File: src/rtl/adc_seq_pkg.sv
package adc_seq_pkg;
  localparam int SRC_W    = 4;
  localparam int NUM_PH   = 2;
  localparam int NUM_DT   = 6;
  localparam int CODE_PH0 = 0;
  localparam int CODE_DT0 = CODE_PH0 + NUM_PH;
  localparam int CODE_NET = CODE_DT0 + NUM_DT;

  typedef enum logic [1:0] {
    ST_IDLE  = 2'd0,
    ST_START = 2'd1,
    ST_WAIT  = 2'd2,
    ST_WRITE = 2'd3
  } conv_state_e;
endpackage

File: src/rtl/adc_seq_trig_decode.sv
module adc_seq_trig_decode
  import adc_seq_pkg::*;
#(
  parameter int NUM_SLOTS = 8
) (
  input  logic [NUM_SLOTS*SRC_W-1:0] slot_src,
  input  logic [NUM_PH-1:0]          phase_evt,
  input  logic [NUM_DT-1:0]          dt_evt,
  input  logic                       net_evt,
  output logic [NUM_SLOTS-1:0]       slot_hit
);
  localparam int NUM_CODES = 1 << SRC_W;

  logic [NUM_CODES-1:0] evt_vec;

  always_comb begin
    evt_vec = '0;
    evt_vec[CODE_PH0 +: NUM_PH] = phase_evt;
    evt_vec[CODE_DT0 +: NUM_DT] = dt_evt;
    evt_vec[CODE_NET]           = net_evt;
  end

  for (genvar g = 0; g < NUM_SLOTS; g++) begin : g_slot
    assign slot_hit[g] = evt_vec[slot_src[g*SRC_W +: SRC_W]];
  end
endmodule

File: src/rtl/adc_seq_slot_track.sv
module adc_seq_slot_track #(
  parameter int NUM_SLOTS = 8
) (
  input  logic                 clk,
  input  logic                 rst_n,
  input  logic                 reload,
  input  logic [NUM_SLOTS-1:0] slot_en,
  input  logic [NUM_SLOTS-1:0] slot_hit,
  input  logic [NUM_SLOTS-1:0] grant_vec,
  output logic [NUM_SLOTS-1:0] pending,
  output logic                 overrun
);
  logic [NUM_SLOTS-1:0] pending_q, taken_q, accept;
  logic                 overrun_q, ovr_hit;

  assign accept  = slot_hit & slot_en & ~taken_q;
  assign ovr_hit = |(slot_hit & slot_en & pending_q);

  always_ff @(posedge clk) begin
    if (!rst_n || reload) begin
      pending_q <= '0;
      taken_q   <= '0;
      overrun_q <= 1'b0;
    end else begin
      taken_q   <= taken_q | accept;
      pending_q <= (pending_q & ~grant_vec) | accept;
      if (ovr_hit) overrun_q <= 1'b1;
    end
  end

  assign pending = pending_q;
  assign overrun = overrun_q;

  // overrun only rises after a cycle where something was queued
  a_r6_overrun_cause: assert property (@(posedge clk) disable iff (!rst_n)
    $rose(overrun_q) |-> $past(pending_q != '0));

  // a queued slot has always been recorded as taken this half cycle
  a_r3_pending_taken: assert property (@(posedge clk) disable iff (!rst_n)
    (pending_q & ~taken_q) == '0);

  // reload empties the queue and the flag
  a_r10_reload_clears: assert property (@(posedge clk) disable iff (!rst_n)
    reload |=> (pending_q == '0) && !overrun_q);
endmodule

File: src/rtl/adc_seq_pick.sv
module adc_seq_pick #(
  parameter int NUM_SLOTS = 8,
  localparam int IDX_W = $clog2(NUM_SLOTS)
) (
  input  logic [NUM_SLOTS-1:0] req,
  output logic [NUM_SLOTS-1:0] gnt_vec,
  output logic [IDX_W-1:0]     gnt_idx,
  output logic                 any
);
  always_comb begin
    gnt_vec = '0;
    gnt_idx = '0;
    any     = 1'b0;
    for (int i = 0; i < NUM_SLOTS; i++) begin
      if (req[i] && !any) begin
        any        = 1'b1;
        gnt_vec[i] = 1'b1;
        gnt_idx    = IDX_W'(i);
      end
    end
  end

  // at most one slot chosen, and only a requesting one
  always_comb begin
    a_r5_one_pick: assert ($onehot0(gnt_vec) && ((gnt_vec & ~req) == '0));
  end
endmodule

File: src/rtl/adc_seq_conv_fsm.sv
module adc_seq_conv_fsm
  import adc_seq_pkg::*;
#(
  parameter int NUM_SLOTS = 8,
  parameter int CH_W      = 5,
  parameter int RES_W     = 12,
  parameter int ADDR_W    = 8,
  localparam int IDX_W = $clog2(NUM_SLOTS)
) (
  input  logic                      clk,
  input  logic                      rst_n,
  input  logic                      reload,
  input  logic                      any_pend,
  input  logic [IDX_W-1:0]          pick_idx,
  input  logic [NUM_SLOTS-1:0]      pick_vec,
  input  logic [NUM_SLOTS*CH_W-1:0] slot_chan,
  input  logic [NUM_SLOTS-1:0]      slot_en,
  input  logic [ADDR_W-1:0]         buf_base,
  input  logic                      adc_busy,
  input  logic                      adc_done,
  input  logic [RES_W-1:0]          adc_result,
  input  logic                      wr_ready,
  output logic [NUM_SLOTS-1:0]      grant_vec,
  output logic                      adc_start,
  output logic [CH_W-1:0]           adc_chan,
  output logic                      wr_valid,
  output logic [ADDR_W-1:0]         wr_addr,
  output logic [RES_W-1:0]          wr_data,
  output logic                      irq
);
  conv_state_e          state_q, state_d;
  logic [IDX_W-1:0]     slot_q;
  logic [CH_W-1:0]      chan_q, chan_sel;
  logic [RES_W-1:0]     data_q;
  logic [NUM_SLOTS-1:0] wrote_q, slot_bit;
  logic                 stale_q, irq_q, grant, wr_fire, counts;

  assign grant     = (state_q == ST_IDLE) && any_pend && !adc_busy && !reload;
  assign grant_vec = grant ? pick_vec : '0;
  assign chan_sel  = slot_chan[int'(pick_idx)*CH_W +: CH_W];
  assign wr_fire   = (state_q == ST_WRITE) && wr_ready;
  assign slot_bit  = NUM_SLOTS'(1) << slot_q;
  assign counts    = wr_fire && !stale_q && !reload;

  always_comb begin
    state_d = state_q;
    unique case (state_q)
      ST_IDLE:  if (grant)    state_d = ST_START;
      ST_START:               state_d = ST_WAIT;
      ST_WAIT:  if (adc_done) state_d = ST_WRITE;
      ST_WRITE: if (wr_ready) state_d = ST_IDLE;
      default:                state_d = ST_IDLE;
    endcase
  end

  always_ff @(posedge clk) begin
    if (!rst_n) begin
      state_q <= ST_IDLE;
      slot_q  <= '0;
      chan_q  <= '0;
      data_q  <= '0;
      wrote_q <= '0;
      stale_q <= 1'b0;
      irq_q   <= 1'b0;
    end else begin
      state_q <= state_d;
      if (grant) begin
        slot_q <= pick_idx;
        chan_q <= chan_sel;
      end
      if (state_q == ST_WAIT && adc_done) data_q <= adc_result;
      if (wr_fire)                                stale_q <= 1'b0;
      else if (reload && state_q != ST_IDLE)      stale_q <= 1'b1;
      if (reload)      wrote_q <= '0;
      else if (counts) wrote_q <= wrote_q | slot_bit;
      irq_q <= counts && (((wrote_q | slot_bit) & slot_en) == slot_en);
    end
  end

  assign adc_start = (state_q == ST_START);
  assign adc_chan  = chan_q;
  assign wr_valid  = (state_q == ST_WRITE);
  assign wr_addr   = buf_base + ADDR_W'(slot_q);
  assign wr_data   = data_q;
  assign irq       = irq_q;

  // start is a single-cycle pulse after an idle converter
  a_r12_start_pulse: assert property (@(posedge clk) disable iff (!rst_n)
    adc_start |=> !adc_start);
  a_r12_start_not_busy: assert property (@(posedge clk) disable iff (!rst_n)
    adc_start |-> $past(!adc_busy));

  // a stalled word holds its contents
  a_r8_hold_stalled: assert property (@(posedge clk) disable iff (!rst_n)
    (wr_valid && !wr_ready) |=> wr_valid && $stable(wr_addr) && $stable(wr_data));

  // interrupt is one cycle wide and follows an accepted word
  a_r9_irq_pulse: assert property (@(posedge clk) disable iff (!rst_n)
    irq |=> !irq);
  a_r9_irq_after_write: assert property (@(posedge clk) disable iff (!rst_n)
    irq |-> $past(wr_valid && wr_ready));
endmodule

File: src/rtl/adc_seq_ctrl.sv
module adc_seq_ctrl
  import adc_seq_pkg::*;
#(
  parameter int NUM_SLOTS = 8,
  parameter int CH_W      = 5,
  parameter int RES_W     = 12,
  parameter int ADDR_W    = 8
) (
  input  logic                       clk,
  input  logic                       rst_n,
  input  logic [NUM_SLOTS-1:0]       slot_en,
  input  logic [NUM_SLOTS*SRC_W-1:0] slot_src,
  input  logic [NUM_SLOTS*CH_W-1:0]  slot_chan,
  input  logic [ADDR_W-1:0]          buf_base,
  input  logic                       pwm_reload,
  input  logic [NUM_PH-1:0]          pwm_phase_evt,
  input  logic [NUM_DT-1:0]          deadtime_end,
  input  logic                       net_sync,
  output logic                       adc_start,
  output logic [CH_W-1:0]            adc_chan,
  input  logic                       adc_busy,
  input  logic                       adc_done,
  input  logic [RES_W-1:0]           adc_result,
  output logic                       res_valid,
  input  logic                       res_ready,
  output logic [ADDR_W-1:0]          res_addr,
  output logic [RES_W-1:0]           res_data,
  output logic                       seq_irq,
  output logic                       overrun
);
  localparam int IDX_W = $clog2(NUM_SLOTS);

  logic [NUM_SLOTS-1:0] slot_hit, pending, pick_vec, grant_vec;
  logic [IDX_W-1:0]     pick_idx;
  logic                 any_pend;

  adc_seq_trig_decode #(.NUM_SLOTS(NUM_SLOTS)) u_decode (
    .slot_src  (slot_src),
    .phase_evt (pwm_phase_evt),
    .dt_evt    (deadtime_end),
    .net_evt   (net_sync),
    .slot_hit  (slot_hit)
  );

  adc_seq_slot_track #(.NUM_SLOTS(NUM_SLOTS)) u_track (
    .clk       (clk),
    .rst_n     (rst_n),
    .reload    (pwm_reload),
    .slot_en   (slot_en),
    .slot_hit  (slot_hit),
    .grant_vec (grant_vec),
    .pending   (pending),
    .overrun   (overrun)
  );

  adc_seq_pick #(.NUM_SLOTS(NUM_SLOTS)) u_pick (
    .req     (pending),
    .gnt_vec (pick_vec),
    .gnt_idx (pick_idx),
    .any     (any_pend)
  );

  adc_seq_conv_fsm #(
    .NUM_SLOTS (NUM_SLOTS),
    .CH_W      (CH_W),
    .RES_W     (RES_W),
    .ADDR_W    (ADDR_W)
  ) u_fsm (
    .clk        (clk),
    .rst_n      (rst_n),
    .reload     (pwm_reload),
    .any_pend   (any_pend),
    .pick_idx   (pick_idx),
    .pick_vec   (pick_vec),
    .slot_chan  (slot_chan),
    .slot_en    (slot_en),
    .buf_base   (buf_base),
    .adc_busy   (adc_busy),
    .adc_done   (adc_done),
    .adc_result (adc_result),
    .wr_ready   (res_ready),
    .grant_vec  (grant_vec),
    .adc_start  (adc_start),
    .adc_chan   (adc_chan),
    .wr_valid   (res_valid),
    .wr_addr    (res_addr),
    .wr_data    (res_data),
    .irq        (seq_irq)
  );

  // quiet outputs in the first cycle out of reset
  a_r1_reset_quiet: assert property (@(posedge clk)
    $rose(rst_n) |-> !adc_start && !res_valid && !seq_irq && !overrun);
endmodule

File: config.mk
export PLATFORM = sky130hd
export DESIGN_NAME = adc_seq_ctrl
export DESIGN_NICKNAME = d
export VERILOG_FILES = /design/src/rtl/adc_seq_pkg.sv /design/src/rtl/adc_seq_trig_decode.sv /design/src/rtl/adc_seq_slot_track.sv /design/src/rtl/adc_seq_pick.sv /design/src/rtl/adc_seq_conv_fsm.sv /design/src/rtl/adc_seq_ctrl.sv
export SDC_FILE = /design/constraint.sdc
export NUM_CORES = 1
export LEC_CHECK = 0
export BUFFER_PORTS_ARGS = -buffer_cell sky130_fd_sc_hd__buf_2
export CORE_MARGIN = 2
export CORE_UTILIZATION = 48
export CTS_CLUSTER_SIZE = 24
export DETAILED_ROUTE_END_ITERATION = 12
export PLACE_DENSITY = 0.77
export SYNTH_ARGS = -nofsm -noshare
export SYNTH_HDL_FRONTEND = slang
export SYNTH_SLANG_ARGS = --single-unit
File: constraint.sdc
create_clock -name clk -period 2.1 [get_ports clk]
set_input_delay 0.42 -clock clk [delete_from_list [all_inputs] [get_ports clk]]
set_output_delay 0.42 -clock clk [all_outputs]
set_load 0.02 [all_outputs]
==> impl_metrics.csv <==
group,metric,value,unit
global_routing,grt_max_degree,26,
placement,hpwlAfterDp,7317,um
clock_tree,cts_max_level,2,
critical_path,arrival,1.81,ns
die,die_x,87.35,um
cells_and_area,layout.cells.most_common_list,"buf_2, nand2_1, dfxtp_1",
critical_path,critPathSlowestCell,"dfxtp_2",
yosys,syn-num-nets,535,
clock_tree,cts_sinks,49,
yosys,synth_area,3334,sq um
yosys,synth_top_area_cell,"dfxtp_1",
route,vias,3599,
critical_path,cp_top_family,"adder cells",
critical_path,crit_required,1.68,ns
outcome,violations,"negative setup slack",
sta,finalWorstSetupSlack,-0.1267,ns
yosys,yosys.area.top_type_share,29.42,%
die,core,6756,sq um
die,initial_core_util,49.35,%
yosys,ys_ff_latch,49,
yosys,synth_cells,412,
clock_tree,clock_latency,0.31,ns
clock_tree,ctsHoldBuffers,0,
cells_and_area,layout-drive-gt1-share,37.46,%
global_routing,grt_pass1_vias,3393,
sta,finalSetupViolCount,5,
global_routing,antenna_found_initial,0,
route,drt_wl_total,9396,um
critical_path,end_kind,"output pin",
global_routing,grt_pass1_wl,14990,um
sta,fin_crit,2.227,ns
die,dieArea,7629,sq um
route,avgViaCountPerCell,5.571,
yosys,synth_edf_count,0,
clock_tree,cts_max_path_buffers,2,
die,io_pins,144,
power_and_ir_drop,ir_drop,0.4108,mV
clock_tree,root_buffer,"clkbuf_8",
hold_path,hp-class,"in2reg",
placement,place.gp.congestion,0.8485,
critical_path,timing.rr.start,"u_fsm.state_q[0]$_SDFFE_PN0P_",
cells_and_area,syn2layout_area_growth,32.35,%
route,dr.pass1.iters,4,
sta,rsz0062_at_grt,"true",
route,wire_per_inst,14.54,um
hold_path,worstHoldStart,"adc_result[5]",
route,ant_nets,0,
sta,max_slew_margin,73.19,%
cells_and_area,mostFrequentLayoutCell,"buf_2",
clock_tree,cts_buffers,5,
clock_tree,cts_tree,"yes",
sta,clock_skew,0.01218,ns
global_routing,grt_use_total,24.26,%
power_and_ir_drop,p_leak,0.001945,uW
die,rows,30,
flow_run,max_cap_viol_count,0,
sta,finalMaxSlewViolations,0,
yosys,avgSynthCellArea,8.093,sq um
critical_path,path_buf_inv,2,
critical_path,start_kind,"flop",
placement,portBuffers,143,
global_routing,grt_overflow,0,
yosys,ys_seq_area_share,29.42,%
die,die_h,87.35,um
yosys,synth_ff_type,"dfxtp_1",
yosys,yosysUniqueCellTypes,54,
cells_and_area,nets,688,
critical_path,crit_chain,"ha_4 -> inv_2 -> fa_2 -> nor2b_2 -> o2111ai_2 -> xnor2_2 -> buf_4",
route,detail_route.iter0.violations,158,
route,drc,0,
critical_path,path_class,"reg2out",
outcome,outcome,"finished, violations left",
yosys,async_reset_ff_share,0,%
power_and_ir_drop,powerDensity,526.3,nW/um^2
yosys,ys_warn_count,0,
cells_and_area,antennaDiodeCount,0,
yosys,yosys-top-cells-area,"dfxtp_1, mux2i_1, nand2_1, a21oi_1, mux4_2",
critical_path,crit_start,"u_fsm.slot_q[0]$_SDFFE_PN0P_",
critical_path,crit_fanout,2,
placement,preCtsSetupSlack,-0.08592,ns
sta,worst_pin_slew,0.4012,ns
sta,max_freq,449.1,MHz
sta,hold_violations,0,
clock_tree,path_clk_slew,0.10,ns
sta,whs,0.3399,ns
sta,period_share,106.0,%
sta,fin_tns_setup,-0.3057,ns
critical_path,slowest_delay,0.37,ns
==> timing repair <==
item / 4_1_cts / 5_1_grt
pin swaps: 7 / 4
setup buffers: 0 / 1
cloned: 0 / 1
resized for setup: 18 / 7
setup endpoints to repair: 6 / 10
==> logic make-up after synthesis <==
logic type	synth area share, %
AO/OA/AOI/OAI	21.16
buffers and inverters	4.990
XOR/XNOR	1.576
multiplexers	14.26
AND/OR/NAND/NOR	25.37
flip-flops	29.42
adder cells (fa/ha/maj)	3.227
==> where the power goes <==
part / internal (uW) / switching (uW)
Sequential: 975 / 37.6
Combinational: 344 / 411
Clock: 230 / 325
==> synthesized netlist by cell type, types with 8 or more instances <==
| cell | n |
|---|---|
| nor2b_1 | 9 |
| o31ai_1 | 8 |
| nor2_1 | 38 |
| clkbuf_1 | 10 |
| a21boi_0 | 13 |
| a21oi_1 | 37 |
| mux4_2 | 8 |
| inv_1 | 26 |
| o21ai_0 | 10 |
| nand2b_1 | 10 |
| nand3_1 | 12 |
| nand2_1 | 62 |
| dfxtp_1 | 49 |
| mux2i_1 | 25 |
==> state kept, by name (all words and copies together), names as in the netlist <==
register         cells
u_track.overrun      1
u_track.pending      8
u_fsm.irq            1
u_fsm.stale_q        1
u_fsm.slot_q         3
u_track.taken_q      8
u_fsm.wrote_q        8
u_fsm.state_q        2
u_fsm.adc_chan       5
u_fsm.wr_data       12
==> area by class of cell <==
cell class	count	area, sq um
Sequential cell	49	983.4
Inverter	26	97.59
Clock buffer	5	68.82
Timing Repair Buffer	160	874.6
Fill cell	584	2344
Multi-Input combinational cell	323	2271
Clock inverter	3	17.52
Tap cell	80	100.1
==> routing by layer <==
layer | routed length, um | track usage [%] | vias to the layer above
li1 | - | - | 1784
met1 | 4081 | 30.19 | 1678
met2 | 4688 | 42.49 | 123
met3 | 503 | 4.929 | 14
met4 | 123 | 6.434 | 0
met5 | 0 | 0 | -
==> stage by stage <==
step	cell area, sq um	std cells	util [%]	total power [uW]
2_1_floorplan	3342	412	-	1460
3_3_place_gp	4214	636	62.37	1719
3_5_place_dp	4214	636	62.37	1740
4_1_cts	4365	644	64.61	2299
5_1_grt	4413	646	65.31	2448
6_report	4413	646	65.31	2322
==> worst register-to-register path, cell delays in order, from the launching register on <==
cell and delay (ns):
dfxtp_1 0.35, inv_1 0.09, ha_1 0.22, inv_1 0.08, nor3_2 0.24, buf_4 0.19
o21ai_2 0.07, a221oi_2 0.32, mux2i_1 0.22, nor2b_1 0.06
==> worst paths after layout <==
path / end / slack, ns / cells past startpoint
setup / recovery: res_addr[6] / -0.13 / 7
hold / removal: u_fsm.wr_data[5]$_SDFFE_PN0P_ / 0.34 / 3
setup reg to reg: u_fsm.state_q[1]$_SDFFE_PN0P_ / 0.15 / 9
hold reg to reg: u_track.taken_q[7]$_SDFF_PP0_ / 0.45 / 2
No activity file was read; power rests on OpenSTA's default activity.
